$ cat src/rtl/sbm_pkg.sv
package sbm_pkg;
  typedef enum logic [2:0] {
    OP_RESET   = 3'd0,
    OP_WBIT    = 3'd1,
    OP_RBIT    = 3'd2,
    OP_WBYTE   = 3'd3,
    OP_RBYTE   = 3'd4,
    OP_PULLUP  = 3'd5,
    OP_WBYTE_P = 3'd6
  } sbm_op_e;

  typedef enum logic [2:0] {
    S_IDLE, S_RLO, S_RHI, S_SLO, S_SHI, S_REC, S_SPU, S_DONE
  } sbm_state_e;
endpackage

$ cat src/rtl/sbm_timer.sv
module sbm_timer #(
  parameter int TICKS_PER_US = 100,
  parameter int US_W = 16
) (
  input  logic            clk,
  input  logic            rst_n,
  input  logic            clr,
  output logic            tick,
  output logic [US_W-1:0] us
);
  localparam int PW = (TICKS_PER_US > 1) ? $clog2(TICKS_PER_US) : 1;
  localparam logic [PW-1:0] PMAX = PW'(TICKS_PER_US - 1);

  logic [PW-1:0] pre;

  assign tick = (pre == PMAX);

  always_ff @(posedge clk) begin
    if (!rst_n || clr) begin
      pre <= '0;
      us  <= '0;
    end else if (tick) begin
      pre <= '0;
      us  <= us + 1'b1;
    end else begin
      pre <= pre + 1'b1;
    end
  end


  us_hold_chk: assert property (@(posedge clk) disable iff (!rst_n)
    (!tick && !clr) |=> $stable(us));
endmodule

$ cat src/rtl/sbm_shreg.sv
module sbm_shreg #(
  parameter int W = 8
) (
  input  logic         clk,
  input  logic         rst_n,
  input  logic         load,
  input  logic [W-1:0] din,
  input  logic         shift,
  input  logic         rx_bit,
  output logic         tx_bit,
  output logic [W-1:0] rx_word
);
  logic [W-1:0] tx;

  assign tx_bit = tx[0];

  always_ff @(posedge clk) begin
    if (!rst_n) begin
      tx      <= '0;
      rx_word <= '0;
    end else if (load) begin
      tx      <= din;
      rx_word <= '0;
    end else if (shift) begin
      tx      <= tx >> 1;
      rx_word <= {rx_bit, rx_word[W-1:1]};
    end
  end
endmodule

$ cat src/rtl/sw_bus_master.sv
module sw_bus_master
  import sbm_pkg::*;
#(
  parameter int TICKS_PER_US  = 100,
  parameter int RST_LOW_US    = 480,
  parameter int RST_LISTEN_US = 480,
  parameter int PRES_US       = 70,
  parameter int SLOT_US       = 65,
  parameter int W1_LOW_US     = 6,
  parameter int W0_LOW_US     = 60,
  parameter int RD_LOW_US     = 6,
  parameter int RD_SAMPLE_US  = 13,
  parameter int REC_US        = 5,
  parameter int SPU_US        = 10000,
  parameter int RST_CAP_US    = 960,
  parameter int DW            = 8
) (
  input  logic          clk,
  input  logic          rst_n,
  input  logic          cmd_valid,
  output logic          cmd_ready,
  input  logic [2:0]    cmd_op,
  input  logic [DW-1:0] cmd_data,
  output logic          done,
  output logic          presence,
  output logic [DW-1:0] rd_data,
  input  logic          bus_in,
  output logic          bus_pull_low,
  output logic          spu_on
);
  localparam int MAXU = (SPU_US > RST_LOW_US + RST_LISTEN_US) ? SPU_US : RST_LOW_US + RST_LISTEN_US;
  localparam int US_W = $clog2(MAXU + 1);
  localparam int CW   = $clog2(DW + 1);
  localparam int RD_PT = RD_SAMPLE_US - RD_LOW_US;

  if (RST_LOW_US >= RST_CAP_US || RD_SAMPLE_US <= RD_LOW_US || PRES_US >= RST_LISTEN_US)
    begin : g_bad_timing
      $error("sw_bus_master: inconsistent timing parameters");
    end

  sbm_state_e      state;
  sbm_op_e         op_q;
  logic [CW-1:0]   bits_left;
  logic            pres_hit, sample_q;
  logic            tick, tx_bit, phase_end, clr, shift, load;
  logic [US_W-1:0] us;
  logic [US_W-1:0] lim;
  logic [DW-1:0]   rx_word;
  logic            is_wr, is_byte, is_rd;

  assign is_wr   = (op_q == OP_WBIT) || (op_q == OP_WBYTE) || (op_q == OP_WBYTE_P);
  assign is_rd   = (op_q == OP_RBIT) || (op_q == OP_RBYTE);
  assign is_byte = (sbm_op_e'(cmd_op) == OP_WBYTE) || (sbm_op_e'(cmd_op) == OP_RBYTE) ||
                   (sbm_op_e'(cmd_op) == OP_WBYTE_P);

  always_comb begin
    case (state)
      S_RLO:   lim = US_W'(RST_LOW_US);
      S_RHI:   lim = US_W'(RST_LISTEN_US);
      S_SLO:   lim = !is_wr ? US_W'(RD_LOW_US) : tx_bit ? US_W'(W1_LOW_US) : US_W'(W0_LOW_US);
      S_SHI:   lim = !is_wr ? US_W'(SLOT_US - RD_LOW_US) :
                     tx_bit ? US_W'(SLOT_US - W1_LOW_US) : US_W'(SLOT_US - W0_LOW_US);
      S_REC:   lim = US_W'(REC_US);
      S_SPU:   lim = US_W'(SPU_US);
      default: lim = US_W'(1);
    endcase
  end

  assign phase_end    = tick && (us == lim - 1'b1);
  assign clr          = phase_end || (state == S_IDLE) || (state == S_DONE);
  assign load         = (state == S_IDLE) && cmd_valid;
  assign shift        = (state == S_SHI) && phase_end;
  assign cmd_ready    = (state == S_IDLE);
  assign done         = (state == S_DONE);
  assign bus_pull_low = (state == S_RLO) || (state == S_SLO);
  assign spu_on       = (state == S_SPU);

  sbm_timer #(.TICKS_PER_US(TICKS_PER_US), .US_W(US_W)) u_timer (
    .clk(clk), .rst_n(rst_n), .clr(clr), .tick(tick), .us(us)
  );

  sbm_shreg #(.W(DW)) u_shreg (
    .clk(clk), .rst_n(rst_n), .load(load), .din(cmd_data), .shift(shift),
    .rx_bit(sample_q), .tx_bit(tx_bit), .rx_word(rx_word)
  );

  always_ff @(posedge clk) begin
    if (!rst_n) begin
      state     <= S_IDLE;
      op_q      <= OP_RESET;
      bits_left <= '0;
      pres_hit  <= 1'b0;
      sample_q  <= 1'b0;
      presence  <= 1'b0;
      rd_data   <= '0;
    end else begin
      case (state)
        S_IDLE: if (cmd_valid) begin
          op_q      <= sbm_op_e'(cmd_op);
          bits_left <= is_byte ? CW'(DW) : CW'(1);
          case (sbm_op_e'(cmd_op))
            OP_RESET:  state <= S_RLO;
            OP_PULLUP: state <= S_SPU;
            OP_WBIT, OP_RBIT, OP_WBYTE, OP_RBYTE, OP_WBYTE_P: state <= S_SLO;
            default:   state <= S_DONE;
          endcase
        end
        S_RLO: if (phase_end) begin
          pres_hit <= 1'b0;
          state    <= S_RHI;
        end
        S_RHI: begin
          if (tick && us == US_W'(PRES_US - 1)) pres_hit <= !bus_in;
          if (phase_end) begin
            presence <= pres_hit;
            state    <= S_DONE;
          end
        end
        S_SLO: if (phase_end) state <= S_SHI;
        S_SHI: begin
          if (tick && us == US_W'(RD_PT - 1)) sample_q <= bus_in;
          if (phase_end) begin
            bits_left <= bits_left - 1'b1;
            state     <= S_REC;
          end
        end
        S_REC: if (phase_end) begin
          if (bits_left != '0) state <= S_SLO;
          else if (op_q == OP_WBYTE_P) state <= S_SPU;
          else begin
            if (is_rd) rd_data <= (op_q == OP_RBIT) ? DW'(rx_word[DW-1]) : rx_word;
            state <= S_DONE;
          end
        end
        S_SPU: if (phase_end) state <= S_DONE;
        default: state <= S_IDLE;
      endcase
    end
  end

  // Checker state: continuous low-time counter for the cap check.
  int unsigned low_run;
  always_ff @(posedge clk) begin
    if (!rst_n || !bus_pull_low) low_run <= 0;
    else low_run <= low_run + 1;
  end


  low_cap_chk: assert property (@(posedge clk) disable iff (!rst_n)
    bus_pull_low |-> (low_run < RST_CAP_US * TICKS_PER_US));

  no_contend_chk: assert property (@(posedge clk) disable iff (!rst_n)
    !(spu_on && bus_pull_low));

  idle_line_chk: assert property (@(posedge clk) disable iff (!rst_n)
    cmd_ready |-> (!bus_pull_low && !spu_on));

  done_pulse_chk: assert property (@(posedge clk) disable iff (!rst_n)
    done |=> (!done && cmd_ready));

  result_hold_chk: assert property (@(posedge clk) disable iff (!rst_n)
    cmd_ready |=> ($stable(rd_data) && $stable(presence)));
endmodule

$ cat config.mk
export PLATFORM = sky130hd
export DESIGN_NAME = sw_bus_master
export DESIGN_NICKNAME = d
export VERILOG_FILES = /design/src/rtl/sbm_pkg.sv /design/src/rtl/sbm_timer.sv /design/src/rtl/sbm_shreg.sv /design/src/rtl/sw_bus_master.sv
export SDC_FILE = /design/constraint.sdc
export NUM_CORES = 1
export LEC_CHECK = 0
export BUFFER_PORTS_ARGS = -buffer_cell sky130_fd_sc_hd__buf_2
export CORE_MARGIN = 1
export CORE_UTILIZATION = 55
export DETAILED_ROUTE_END_ITERATION = 6
export PLACE_DENSITY = 0.76
export SLEW_MARGIN = 20
export SYNTH_ARGS = -nofsm -noshare
export SYNTH_HDL_FRONTEND = slang
export SYNTH_SLANG_ARGS = --single-unit
$ cat constraint.sdc
create_clock -name clk -period 5.4 [get_ports clk]
set_input_delay 1.35 -clock clk [delete_from_list [all_inputs] [get_ports clk]]
set_output_delay 1.35 -clock clk [all_outputs]
set_load 0.01 [all_outputs]
* Word level (Yosys, flattened, before mapping) *
Cells that the tools add are included.

cells by class
  add/sub/neg operators = 4
  $mul = 0
  div/mod/pow operators = 0
  order comparisons = 0
  equal/unequal tests = 29
  shift operators = 0
  muxes and demuxes = 25
  bitwise gates (word level) = 3
  reductions and logical operators = 34

operators by type and width
  cell                                                                  number
  14-bit case mux with 5 select lines                                   1
  3-bit == test, second input constant                                  9
  6-bit two-way mux                                                     4
  8-bit two-way mux                                                     3
  3-bit two-way mux                                                     7
  3-bit by 2-bit == test with 1-bit output, second input constant       6
  3-bit case mux with 6 select lines                                    1
  14-bit by 1-bit adder with 14-bit output, second input constant       1
  14-bit == test                                                        1
  14-bit by 3-bit == test with 1-bit output, second input constant      1
  14-bit by 7-bit == test with 1-bit output, second input constant      1
  14-bit by 1-bit subtractor with 14-bit output, second input constant  1
  4-bit two-way mux                                                     3
  2-bit inequality test, second input constant                          6
  3-bit by 1-bit == test with 1-bit output, second input constant       3
  1-bit logical OR                                                      9
  3-bit case mux with 3 select lines                                    1
  4-bit case mux with 2 select lines                                    1
  2-bit OR reduction                                                    4
  7-bit by 1-bit adder with 7-bit output, second input constant         1
  7-bit == test, second input constant                                  1
  3-bit logical NOT                                                     2
  2-bit AND reduction                                                   3
  3-bit AND reduction                                                   2
  12 further kinds                                                      23

word-level totals
  register bits = 58
  latch bits = 0
  memory bits (writable) = 0
  bits in read-only memories = 0
  input bits = 15
  output and inout bits = 13
  word-level logic and storage cells = 106
  memories = 0

* Depth between registers and ports, before layout *
  depth in word-level cells = 12
  mapped depth = 16
  depth with buffers taken out = 13

* Cells and area by module *
From an unflattened synthesis, not the netlist that was laid out.

unflattened totals
  cell total of the unflattened synthesis = 403
  area, all modules = 3404.5 um^2

modules (own cells, without submodules)
  module         instances  cells each  area each (um^2)  seq. area each (um^2)
  sw_bus_master  1          236         1774.2            420.4
  sbm_timer      1          105         938.4             420.4
  sbm_shreg      1          62          691.9             320.3

* Least setup slack after synthesis *
Ideal clock, no wire load.

  path type = reg-to-reg
  start = register state[0]
  end = register u_shreg.tx[0]
  library setup time = 0.131 ns
  data arrival time = 2.996 ns
  setup slack = 2.273 ns
  stages on the path, launching flop included = 17
  buffers on the path = 3
  clock period less this slack = 3.127 ns
  cell sequence = dfxtp_1 > buf_2 > nor2_2 > nand2_1 > inv_1 > o21ai_0 > ha_1 > buf_2 > nor4b_1 > a311oi_1 > nand4b_1 > nor4b_2 > nand4b_2 > nor2_1 > buf_4 > mux2i_1 > a21oi_1

on the way
  word-level cells in the longest chain between the ends = 8
  elaborated cells on any way between the ends = 16

ends and longest elaborated chain
  element                                                                                               RTL line              text
  from (decl)                                                                                           sw_bus_master.sv:41   sbm_state_e state;
  from (signal assigned)                                                                                sw_bus_master.sv:89   state <= S_IDLE;
  from (signal assigned)                                                                                sw_bus_master.sv:102  OP_RESET: state <= S_RLO;
  from (signal assigned)                                                                                sw_bus_master.sv:103  OP_PULLUP: state <= S_SPU;
  3-bit by 1-bit == test with 1-bit output or 3-bit by 2-bit == test with 1-bit output (tied branches)  sw_bus_master.sv:57   case (state)
  2-bit OR reduction (no line)                                                                          n/a
  14-bit case mux with 5 select lines                                                                   sw_bus_master.sv:57
  14-bit by 1-bit subtractor with 14-bit output                                                         sw_bus_master.sv:69   assign phase_end = tick && (us == lim - 1'b1);
  14-bit == test                                                                                        sw_bus_master.sv:69
  1-bit logical AND                                                                                     sw_bus_master.sv:69
  1-bit logical AND                                                                                     sw_bus_master.sv:72   assign shift = (state == S_SHI) && phase_end;
  2-bit nonzero test (no line)                                                                          n/a
  to (signal assigned)                                                                                  sbm_shreg.sv:22       tx <= din;
  to (signal assigned)                                                                                  sbm_shreg.sv:25       tx <= tx >> 1;
  to (decl)                                                                                             sbm_shreg.sv:13       logic [W-1:0] tx;

Several ways; a longest one is shown, not always the timed one.
A chain may end at the register's enable or synchronous reset.

* Final worst setup path *
  start = register state[1]
  end = register rd_data[0]

on the way
  word-level cells in the longest chain between the ends = 7
  elaborated cells on any way between the ends = 12

ends and longest elaborated chain
  element                                                                                               RTL line              text
  3-bit by 1-bit == test with 1-bit output or 3-bit by 2-bit == test with 1-bit output (tied branches)  sw_bus_master.sv:57
  2-bit OR reduction (no line)                                                                          n/a
  14-bit case mux with 5 select lines                                                                   sw_bus_master.sv:57
  14-bit by 1-bit subtractor with 14-bit output                                                         sw_bus_master.sv:69
  14-bit == test                                                                                        sw_bus_master.sv:69
  1-bit logical AND                                                                                     sw_bus_master.sv:69
  5-bit AND reduction (no line) (*)                                                                     n/a
  to (signal assigned)                                                                                  sw_bus_master.sv:131  if (is_rd) rd_data <= (op_q == OP_RBIT) ? DW'(rx_word[DW-1]) : rx_word;
  to (decl)                                                                                             sw_bus_master.sv:26   output logic [DW-1:0] rd_data,

Every way passes the cells marked *; elsewhere a longest branch is shown, timed or not.

==> summary.md <==
| Metric | Value |
|---|---|
| Most common cell in the synthesized netlist | `dfxtp_1` |
| Avg WL per Cell | `roughly 15 um` |
| Final GP Congestion | `slightly below 1` |
| Peak Freq | `between 200 and 250 MHz` |
| Pin count of the biggest net entering global routing | `32` |
| I/O Buffers | `27` |
| Met1 usage | `between 30% and 40%` |
| Worst-path maximum fanout | `22` |
| Die X | `between 80 and 90 um` |
| Status | `complete, no violations` |
| Synth area leaders | `dfxtp_1 33%, nand2_1 4.2%, nor2_1 3.7%` |
| Worst setup SP type | `flop` |
| CTS Hold Bufs | `0` |
| Power share of the combinational group | `34.2%` |
| Slew Viols, Final | `0` |
| Initial Util | `approximately 58%` |
| Ys async rst share | `0%` |
| Row cnt | `28` |
| Clock Power Share | `roughly 29%` |
| Max-Cap Viols | `0` |
| Sequential share of the synthesized area | `around a third` |
| Sw frac | `~38%` |
| Max clock buf depth | `2` |
| Post-CTS Setup Inserts | `0` |
| DP Worst Slack | `about 1.3 ns` |
| Final Non-Filler Cells | `approximately 510` |
| Rel. slew slack | `between 40% and 50%` |
| Hold Crit Class | `reg2reg` |
| RSZ-0062 raised after global routing | `false` |
| Root buf cell | `clkbuf_8` |
| Routed Antenna Nets | `0` |
| N_diodes | `0` |
| Final period util | `about three quarters` |
| CTS clk-pin slew, worst paths | `roughly 0.07 ns` |
| Final net count | `about 460` |
| Filler cells | `518` |
| Synthesized flop and latch total | `58` |
| Die area | `approximately 0.0066 mm^2` |
| I/O pin cnt | `28` |
| Yosys warnings | `0` |
| Critical Path RT | `5.63 ns` |
| Worst Hold Launch | `rd_data[7]` |
| Finished Cell Area | `between 0.003 and 0.004 mm^2` |
| Pint | `0.000882 W` |
| Share of layout cells above drive strength 1 | `~15%` |
| Avg Cell Area, Syn | `approximately 8 um^2` |
| Fin crit period | `4.13 ns` |
| H-tree Lvls | `3` |
| Hold WS | `0.462 ns` |
| Final worst slack | `1.27 ns` |
| Commonest cells in the netlist | `58 x dfxtp_1, 39 x nand2_1, 34 x nor2_1` |
| CTS tree | `yes` |
| WHS Path Cells | `2` |
| TritonCTS Sinks | `58` |
| Initial antenna violation count | `0` |
| Net Sw Power | `approximately 0.00053 W` |
| DR vias | `approximately 3.1k` |
| EDFF count, synth | `0` |
| FF-to-FF End | `rd_data[0]` |
| CTS resizes | `0` |
| Pre-antenna DRT Iters | `6` |
| Die height | `roughly 81 um` |
| First-pass GRT wire length | `12.8 mm` |
| Worst Setup Path Type | `reg2reg` |
| WL final | `7.59 mm` |
| 1st-iter DRT viols | `265` |
| Yosys top cell area share | `roughly a third` |
| R2R Setup Slk | `~1.3 ns` |
| Peak supply drop | `roughly 0.22 mV` |
| P_leak | `1.34 nW` |
| Gr busiest metal | `met2` |
| M2 GR Usage | `about 39%` |
| Power Density | `about 370 mW/mm^2` |
| Post-DP HPWL | `between 5 and 6 mm` |
| Synthesized area | `roughly 0.0035 mm^2` |
| Synth Flop Type | `dfxtp_1` |
| Skew-Pair Late Insertion Delay | `about 0.34 ns` |
| Reg power frac | `a little under two fifths` |
| Setup TNS | `0 ns` |
| Cell count after placement | `roughly 500` |
| Num CTS Buffers | `9` |
| Vias in the first global route | `2739` |
| Worst R2R Path Depth | `13` |
| Final setup viols | `0` |
| Synth-to-layout area growth | `9.16%` |
| Synth unique cells | `70` |
| Endpoints failing hold | `0` |
| Slew @ Worst Pin | `between 0.7 and 0.8 ns` |
| Hold EP | `rd_data[7]` |
| Post-Syn Nets | `446` |
| Gr usage total | `24.9%` |
| Congestion Overflow GR | `0` |
| Residual DRC count | `0` |
| Setup Skew | `0.0103 ns` |
| Placement Cell Area | `~0.0036 mm^2` |
| Vias per inst | `roughly 6` |
| Reg2reg start | `state[1]` |
| GRT met3 Usage | `under 10%` |
| Area leader, netlist | `dfxtp_1` |
| Post-Synthesis Cells | `approximately 420` |
| Core area | `about 0.006 mm^2` |
| CP Capture Type | `flop` |
| WP data arrival | `about 4.4 ns` |
-- metrics by stage --
step	power [W]	util (%)
detailed placement	0.00101	59.8
finish	0.00141	63.2
global placement	0.00100	59.8
global route	0.00150	63.2
CTS	0.00142	63.2
floorplan	0.000918	-
-- logic make-up after synthesis --
group	Yosys count	synth area share (%)
flops	58	33.5
xor+xnor	24	6.06
buf+inv	44	5.70
mux	14	4.11
simple gates	178	29.0
fa+ha+maj	7	2.52
compound gates	99	19.2
-- cell type report --
cell class	instances	area, um^2	area share, %
Inverter	10	37.5	0.991
Clock buffer	10	138	3.63
Multi-Input combinational cell	322	2110	55.7
Clock inverter	6	66.3	1.75
Sequential cell	58	1160	30.6
Tap cell	75	93.8	2.48
Timing Repair Buffer	33	180	4.76
-- critical path, stage by stage (launching register included) --
cell      delay [ns]
dfxtp_1         0.84
nor2_2          0.13
nand2_1         0.13
inv_1           0.05
o21ai_0         0.16
ha_1            0.47
nor4b_1         0.28
a311oi_1        0.08
nand4b_1        0.21
nor4b_2         0.32
nand4b_2        0.44
nor3_4          0.59
mux2i_1         0.26
nor2b_1         0.06
-- worst max path at each step --
stage	slack, ns	startpoint	to	cells past startpoint
after floorplan	2.27	state[0]	u_shreg.tx[0]	16
after global placement	1.45	state[1]	rd_data[0]	13
after detailed placement	1.33	state[1]	rd_data[0]	13
after CTS	1.32	state[1]	rd_data[0]	13
after global routing	0.76	state[1]	rd_data[0]	13
final	1.27	state[1]	rd_data[0]	13
-- power by group through the flow --
stage               registers [W]  logic, W  clock network (W)
floorplan                0.000493  0.000425                  0
finish                   0.000523  0.000484           0.000408
global placement         0.000529  0.000473                  0
CTS                      0.000522  0.000478           0.000418
detailed placement       0.000531  0.000476                  0
global route             0.000532  0.000533           0.000434
-- registers in the layout, summed over array words and instances, names as in the netlist, 3 cells and up --
name,count
u_timer.pre,7
bits_left,4
rd_data,8
state,3
u_shreg.rx_word,8
u_shreg.tx,8
u_timer.us,14
op_q,3
-- placed cells by master (no fill, tap or decap), types with 3 or more instances in the layout --
master / netlist / routed
a211oi_1: 4 / 4
a21boi_0: 4 / 4
a21boi_1: 8 / 8
a21oi_1: 25 / 25
a311oi_1: 3 / 3
and2_1: 4 / 4
and3_1: 4 / 4
and4_1: 3 / 3
buf_2: 11 / 27
buf_4: 3 / 6
clkbuf_8: 0 / 10
clkinvlp_4: 0 / 3
dfxtp_1: 58 / 58
ha_1: 7 / 7
inv_1: 8 / 8
mux2i_1: 12 / 12
nand2_1: 39 / 39
nand2b_1: 11 / 11
nand3_1: 12 / 12
nand3b_1: 9 / 9
nand4_1: 7 / 7
nor2_1: 34 / 34
nor2b_1: 8 / 8
nor3_1: 18 / 18
nor3b_1: 3 / 3
o211ai_1: 5 / 5
o21ai_0: 22 / 22
or3_1: 3 / 3
xnor2_1: 11 / 11
xor2_1: 13 / 13
-- layer usage --
layer	wire length [um]	vias up
met3	452	15
met2	3380	112
met4	140	0
met1	3620	1427
li1	-	1545
met5	0	-
(Power assumes the default switching activity.)
